==> src/rtl/split_mult_pkg.sv <==
// Package: shared full-adder helpers for the split multiplier.
// Assumes: single-bit operands; purely combinational use.
package split_mult_pkg;
    function automatic logic fa_s(input logic a, input logic b, input logic c);
        return a ^ b ^ c;
    endfunction

    function automatic logic fa_c(input logic a, input logic b, input logic c);
        return (a & b) | (a & c) | (b & c);
    endfunction
endpackage

==> src/rtl/array_mul.sv <==
// Module: array_mul - unsigned NxN array multiplier built from shifted-row accumulation.
// Assumes: unsigned operands; the output is exactly 2N bits wide, so nothing is lost.
module array_mul #(
    parameter int N = 8
) (
    input  logic [N-1:0]   op_a,
    input  logic [N-1:0]   op_b,
    output logic [2*N-1:0] prod
);
    localparam int PW = 2 * N;

    logic [PW-1:0] acc [N+1];

    assign acc[0] = '0;

    // one row per multiplier bit: add the shifted multiplicand when the bit is set
    for (genvar r = 0; r < N; r++) begin : g_row
        logic [PW-1:0] row_pp;
        assign row_pp = op_b[r] ? (PW'(op_a) << r) : '0;
        assign acc[r+1] = acc[r] + row_pp;
    end

    assign prod = acc[N];

    // check the array sum against the exact product of the two halves
    always_comb begin

        sub_exact_chk: assert (prod == (PW'(op_a) * PW'(op_b)));
    end
endmodule

==> src/rtl/csa_row.sv <==
// Module: csa_row - W-bit carry-save adder reducing three operands to a sum and a carry vector.
// Assumes: the carry vector carries weight one position above its index.
module csa_row
    import split_mult_pkg::*;
#(
    parameter int W = 16
) (
    input  logic [W-1:0] in_a,
    input  logic [W-1:0] in_b,
    input  logic [W-1:0] in_c,
    output logic [W-1:0] sum_v,
    output logic [W-1:0] cry_v
);
    for (genvar i = 0; i < W; i++) begin : g_fa
        assign sum_v[i] = fa_s(in_a[i], in_b[i], in_c[i]);
        assign cry_v[i] = fa_c(in_a[i], in_b[i], in_c[i]);
    end

    // the reduced pair must carry the same total as the three inputs
    always_comb begin

        csa_sum_chk: assert (({1'b0, sum_v} + {cry_v, 1'b0}) ==
                             ((W+1)'(in_a) + (W+1)'(in_b) + (W+1)'(in_c)));
    end
endmodule

==> src/rtl/ripple_cpa.sv <==
// Module: ripple_cpa - W-bit ripple carry-propagate adder with a carry out.
// Assumes: carry in is zero.
module ripple_cpa
    import split_mult_pkg::*;
#(
    parameter int W = 24
) (
    input  logic [W-1:0] in_a,
    input  logic [W-1:0] in_b,
    output logic [W-1:0] sum,
    output logic         cout
);
    logic [W:0] cch;

    assign cch[0] = 1'b0;

    // ripple the carry one bit at a time
    for (genvar i = 0; i < W; i++) begin : g_bit
        assign sum[i]   = fa_s(in_a[i], in_b[i], cch[i]);
        assign cch[i+1] = fa_c(in_a[i], in_b[i], cch[i]);
    end

    assign cout = cch[W];
endmodule

==> src/rtl/split_mult.sv <==
// Module: split_mult - unsigned 2Nx2N multiplier made from four NxN submultipliers.
// Assumes: unsigned operands; combinational; the product fits in 4N bits, so the CPA carry out is dropped.
module split_mult #(
    parameter int N = 8
) (
    input  logic [2*N-1:0] a_in,
    input  logic [2*N-1:0] x_in,
    output logic [4*N-1:0] prod_out
);
    localparam int HW = 2 * N;
    localparam int CW = 3 * N;
    localparam int PW = 4 * N;

    logic [HW-1:0] pp_ll, pp_lh, pp_hl, pp_hh;
    logic [PW-1:0] packed_row;
    logic [HW-1:0] mid_a, mid_s, mid_c;
    logic [CW-1:0] cpa_a, cpa_b, cpa_s;
    logic          cpa_co;

    // four submultipliers, one per pairing of operand halves
    array_mul #(.N(N)) u_ll (.op_a(a_in[N-1:0]),  .op_b(x_in[N-1:0]),  .prod(pp_ll));
    array_mul #(.N(N)) u_lh (.op_a(a_in[N-1:0]),  .op_b(x_in[HW-1:N]), .prod(pp_lh));
    array_mul #(.N(N)) u_hl (.op_a(a_in[HW-1:N]), .op_b(x_in[N-1:0]),  .prod(pp_hl));
    array_mul #(.N(N)) u_hh (.op_a(a_in[HW-1:N]), .op_b(x_in[HW-1:N]), .prod(pp_hh));

    // low-low and high-high products never overlap: pack them into one row
    assign packed_row = {pp_hh, pp_ll};
    assign mid_a      = packed_row[CW-1:N];

    // the centre columns hold three operands: one carry-save level
    csa_row #(.W(HW)) u_csa (
        .in_a(mid_a), .in_b(pp_lh), .in_c(pp_hl),
        .sum_v(mid_s), .cry_v(mid_c)
    );

    // the CPA covers the centre columns and the top N columns
    assign cpa_a = {packed_row[PW-1:CW], mid_s};
    assign cpa_b = {{(N-1){1'b0}}, mid_c, 1'b0};

    ripple_cpa #(.W(CW)) u_cpa (.in_a(cpa_a), .in_b(cpa_b), .sum(cpa_s), .cout(cpa_co));

    // the bottom N bits of the packed row are already final
    assign prod_out = {cpa_s, packed_row[N-1:0]};

    // guard the dropped carry and the untouched low slice
    always_comb begin

        cpa_no_carry_chk: assert (!cpa_co);

        low_pass_chk: assert (prod_out[N-1:0] == pp_ll[N-1:0]);
    end
endmodule

==> config.mk <==
export PLATFORM = sky130hd
export DESIGN_NAME = split_mult
export DESIGN_NICKNAME = d
export VERILOG_FILES = /design/src/rtl/split_mult_pkg.sv /design/src/rtl/array_mul.sv /design/src/rtl/csa_row.sv /design/src/rtl/ripple_cpa.sv /design/src/rtl/split_mult.sv
export SDC_FILE = /design/constraint.sdc
export NUM_CORES = 1
export LEC_CHECK = 0
export ABC_AREA = 1
export CAP_MARGIN = 40
export CELL_PAD_IN_SITES_DETAIL_PLACEMENT = 1
export CELL_PAD_IN_SITES_GLOBAL_PLACEMENT = 2
export CORE_ASPECT_RATIO = 0.9
export CORE_UTILIZATION = 39
export DETAILED_ROUTE_END_ITERATION = 8
export PLACE_DENSITY_LB_ADDON = 0.1
export REMOVE_ABC_BUFFERS = 1
export SETUP_SLACK_MARGIN = 0.5
export SKIP_LAST_GASP = 1
export SLEW_MARGIN = 10
export SYNTH_ARGS = -nofsm -noshare
export SYNTH_HDL_FRONTEND = slang
export SYNTH_SLANG_ARGS = --single-unit
==> constraint.sdc <==
create_clock -name vclk -period 64.5
set_clock_uncertainty 0.05 [all_clocks]
set_input_delay 12.9 -clock vclk [all_inputs]
set_output_delay 12.9 -clock vclk [all_outputs]
set_load 0.01 [all_outputs]
# Word-level counts from Yosys, hierarchy flattened
# Index checks and enable logic that the tools add are counted.
dict set report word_totals {
  elab_cells 292
  register_bits 0
  inputBits 32
  output_inout_bits 32
}
dict set report op_classes {
  bitwise_logic 232
  n_mux 32
  n_addsub 28
}
# cell count
set op_table {}
lappend op_table {{adder 16 bit} 20}
lappend op_table {{bitwise AND 1 bit} 100}
lappend op_table {{bitwise XOR 1 bit} 70}
lappend op_table {{adder 16 x 14 -> 16 bit} 4}
lappend op_table {{adder 16 x 15 -> 16 bit} 4}
lappend op_table {{OR 1 bit} 62}
lappend op_table {{two-way mux 15 bit} 4}
lappend op_table {{two-way mux 14 bit} 4}
lappend op_table {{two-way mux 13 bit} 4}
lappend op_table {{two-way mux 12 bit} 4}
lappend op_table {{two-way mux 11 bit} 4}
lappend op_table {{two-way mux 10 bit} 4}
lappend op_table {{two-way mux 9 bit} 4}
lappend op_table {{two-way mux 8 bit} 4}

# Longest topological paths before layout
dict set report logic_depth {
  depth_word 64
  depth_mapped 48
}

# Hierarchy
# A second synthesis with hierarchy kept.
dict set report hier_totals {
  hier_cells 1438
  area_unflattened_um2 9681.8
}
# mod seq_area_each_um2 cells_per_inst n_inst area_per_inst_um2
set modules_own_cells {}
lappend modules_own_cells {{array_mul (u_hh ...)} 0.0 348 3 2215.9}
lappend modules_own_cells {{array_mul (u_ll)} 0.0 348 1 2218.4}
lappend modules_own_cells {ripple_cpa 0.0 29 1 491.7}
lappend modules_own_cells {csa_row 0.0 16 1 320.3}
lappend modules_own_cells {split_mult 0.0 1 1 3.8}

# Worst setup path before layout
# No wires, ideal clock.
dict set report synth_path {
  path_type {input -> output}
  start {in a_in[5]}
  end {out prod_out[31]}
  arrival_ps 25055
  path_buffers 2
  path_slack_ps 26495
  path_stages 44
  required_ps 51550
  path_cell_list {clkbuf_1 buf_2 nand2_1 fa_1 fa_1 fa_1 inv_1 ha_1 ha_1 fa_1 nand3_1 nand3_1 xnor2_1 fa_1 inv_1 ha_1 fa_1 fa_1 [8 not listed] fa_1 fa_1 fa_1 fa_1 fa_1 ha_1 ha_1 ha_1 ha_1 ha_1 ha_1 inv_1 nand3_1 nand2_1 inv_1 nand3_1 nand2_1 inv_1}
}
dict set report synth_between {
  elab_chain_cells 64
}
# item line_no
set synth_rtl {}
lappend synth_rtl {{start, declared} split_mult.sv:6} ;# input logic [2*N-1:0] a_in,
lappend synth_rtl {{two-way mux 8 bit / two-way mux 9 bit (equally long branches)} array_mul.sv:19} ;# assign row_pp = op_b[r] ? (PW'(op_a) << r) : '0;
lappend synth_rtl {{adder 16 bit (5 in a row)} array_mul.sv:20} ;# assign acc[r+1] = acc[r] + row_pp;
lappend synth_rtl {{adder 16 x 14 -> 16 bit} array_mul.sv:20}
lappend synth_rtl {{adder 16 x 15 -> 16 bit} array_mul.sv:20}
lappend synth_rtl {{bitwise AND 1 bit} split_mult_pkg.sv:9} ;# return (a & b) | (a & c) | (b & c);
lappend synth_rtl {{OR 1 bit (2 in a row)} split_mult_pkg.sv:9}
lappend synth_rtl {{bitwise AND 1 bit (2 in a row)} split_mult_pkg.sv:9}
lappend synth_rtl {{OR 1 bit (2 in a row)} split_mult_pkg.sv:9}
lappend synth_rtl {{[34 not listed]} n/a}
lappend synth_rtl {{OR 1 bit (2 in a row)} split_mult_pkg.sv:9}
lappend synth_rtl {{bitwise AND 1 bit} split_mult_pkg.sv:9}
lappend synth_rtl {{OR 1 bit (2 in a row)} split_mult_pkg.sv:9}
lappend synth_rtl {{bitwise AND 1 bit} split_mult_pkg.sv:9}
lappend synth_rtl {{OR 1 bit} split_mult_pkg.sv:9}
lappend synth_rtl {{OR 1 bit *} split_mult_pkg.sv:9}
lappend synth_rtl {{bitwise AND 1 bit * (6 in a row)} split_mult_pkg.sv:9}
lappend synth_rtl {{bitwise XOR 1 bit *} split_mult_pkg.sv:5} ;# return a ^ b ^ c;
lappend synth_rtl {{end, declared} split_mult.sv:8} ;# output logic [4*N-1:0] prod_out
# Mark *: on every way between the ends. The rest lies on a longest branch, timed or not.

# Final worst setup path
# Ends and elaborated chain as after synthesis.

==> reports/qor.yml <==
status: "finished, final reports clean"
start_kind: "input port"
power_density_mw_per_mm2: 57.31
ys_seq_area_share_pct: 0
setup-tns-final_ns: 0
wl_per_cell_um: 15.06
nNetsFinal: 1660
synthesis.instances: 1301
yosys_warnings: 0
drive_gt1_share_pct: 1.448
fmax_mhz: 25.19
rsz0062_at_grt: "no"
crit_required_ns: 51.55
postCtsSetupBuffers: 0
hold_viol: 0
rows: 53
criticalPathCategory: "input port to output port"
dieArea_mm2: 0.02457
wl_um: 24300
path_max_fanout: 16
die_h_um: 148.8
fin_crit_sh_pct: 61.56
first_pass_iters: 4
die_w_um: 165.1
grt_use_total_pct: 21.10
io_pins: 64
dpl.hpwl_um: 20990
drtIter0Drc: 221
total_leakage_power_nw: 6.483
worstPathArrival_ns: 26.75
regArea_um2: 0
ant_nets: 0
vias: 7517
synth_area_mm2: 0.009339
cpMaxStageDelayCell: "clkdlybuf4s50_1"
overflow: 0
grt_pass1_wl_um: 40800
setup_viol: 0
cts_hold_repair.buffers: 0
max_slew.worst_pin.slew_ns: 0.8178
cpPeakStageDelay_ns: 0.96
antenna_found_initial: 0
syn_to_final_growth_pct: 8.870
drc_errors: 0
syn_area_per_cell_um2: 7.178
clock_buffers: 0
seq_cells: 0
grt_max_degree: 17
worstSetupEndpointType: "output port"
timing.hold.ws_ns: 27.20
maxCapViolations: 0
hp-class: "input port to output port"
critPathMostFrequentCell: "fa_1"
synthDistinctLibCells: 22
slew_headroom_pct: 45.31
coreArea_mm2: 0.02341
antenna_cells: 0
start_util_pct: 39.90
holdPathStages: 4
num-fill-cells: 2952
gp_congestion: 0.8123
post-route-min-period_ns: 39.70
ctsResizeCount: 0
vias_per_cell: 4.657
peakVddDrop_uv: 147.1
numPortBuffers: 64
grt_pass1_vias: 8048
slew_violations: 0
==> critical path, delay by kind of cell <==
kind          cells  cell delay, ns
simple gates      7            0.71
fa+ha+maj        29           11.24
buf+inv           7            1.71
xor+xnor          1            0.18
==> logic make-up (layout without fill, tap and decap cells) <==
| kind of cell | after synthesis | in the layout | synth area share (%) |
|---|---|---|---|
| buffers and inverters | 455 | 466 | 18.72 |
| and+or+nand+nor | 473 | 473 | 20.11 |
| xor gates and xnor gates | 24 | 24 | 2.251 |
| adders and majority gates | 314 | 314 | 56.78 |
| AOI/OAI and AO/OA | 35 | 35 | 2.144 |
==> final timing paths <==
kind           end    start  slack [ns]
max   prod_out[31]  a_in[5]       24.80
min    prod_out[0]  a_in[0]       27.20
==> cell usage in the layout (no fill, tap or decap), drive strengths merged, types with 3 or more instances in the layout <==
cell and count:
a21o 3, a21oi 22, buf 11, clkdlybuf4s50 64
fa 183, ha 131, inv 391, nand2 387
nand3 37, nand4 12, nor2 35, o21ai 4
o21bai 5, xnor2 11, xor2 13
==> report_power, final <==
part,switching (mW),internal [mW]
sequential,0,0
combinational,0.296,0.287
clock,0,0
total,0.296,0.287
==> routing by layer <==
layer	track usage, %	wire length [um]	vias to the layer above
met3	0.2224	550	8
li1	-	-	3707
met2	37.05	11880	94
met1	30.20	11650	3708
met5	0	0	-
met4	1.651	214	0
==> cell type report <==
type / count / area (um2) / share of cell area, %
well taps: 302 / 377.9 / 3.716
repair buffers: 75 / 730.7 / 7.187
inverters: 391 / 1468 / 14.44
multi-input cells: 846 / 7591 / 74.66
==> Yosys cell counts, types with 5 or more instances <==
master	number	area, um2
xor2_1	13	113.9
nand4_1	12	75.07
fa_1	183	3664
a21oi_1	21	105.1
o21bai_1	5	37.54
nor2_1	33	123.9
ha_1	131	1639
buf_2	32	160.2
clkbuf_1	32	120.1
nand2_1	383	1438
xnor2_1	11	96.34
inv_1	391	1468
nand3_1	36	180.2
==> per-stage QoR <==
stage	util [%]	worst slack (ns)	std cells	power, mW	cell area [um2]
2_1_floorplan	-	26.92	1237	0.3451	9059
3_3_place_gp	43.37	24.89	1613	0.5865	10150
3_5_place_dp	43.43	24.63	1614	0.5926	10170
4_1_cts	43.43	24.67	1614	0.6022	10170
5_1_grt	43.43	24.20	1614	0.6598	10170
6_report	43.43	24.80	1614	0.5827	10170
Power figures use the tool's default switching activity.
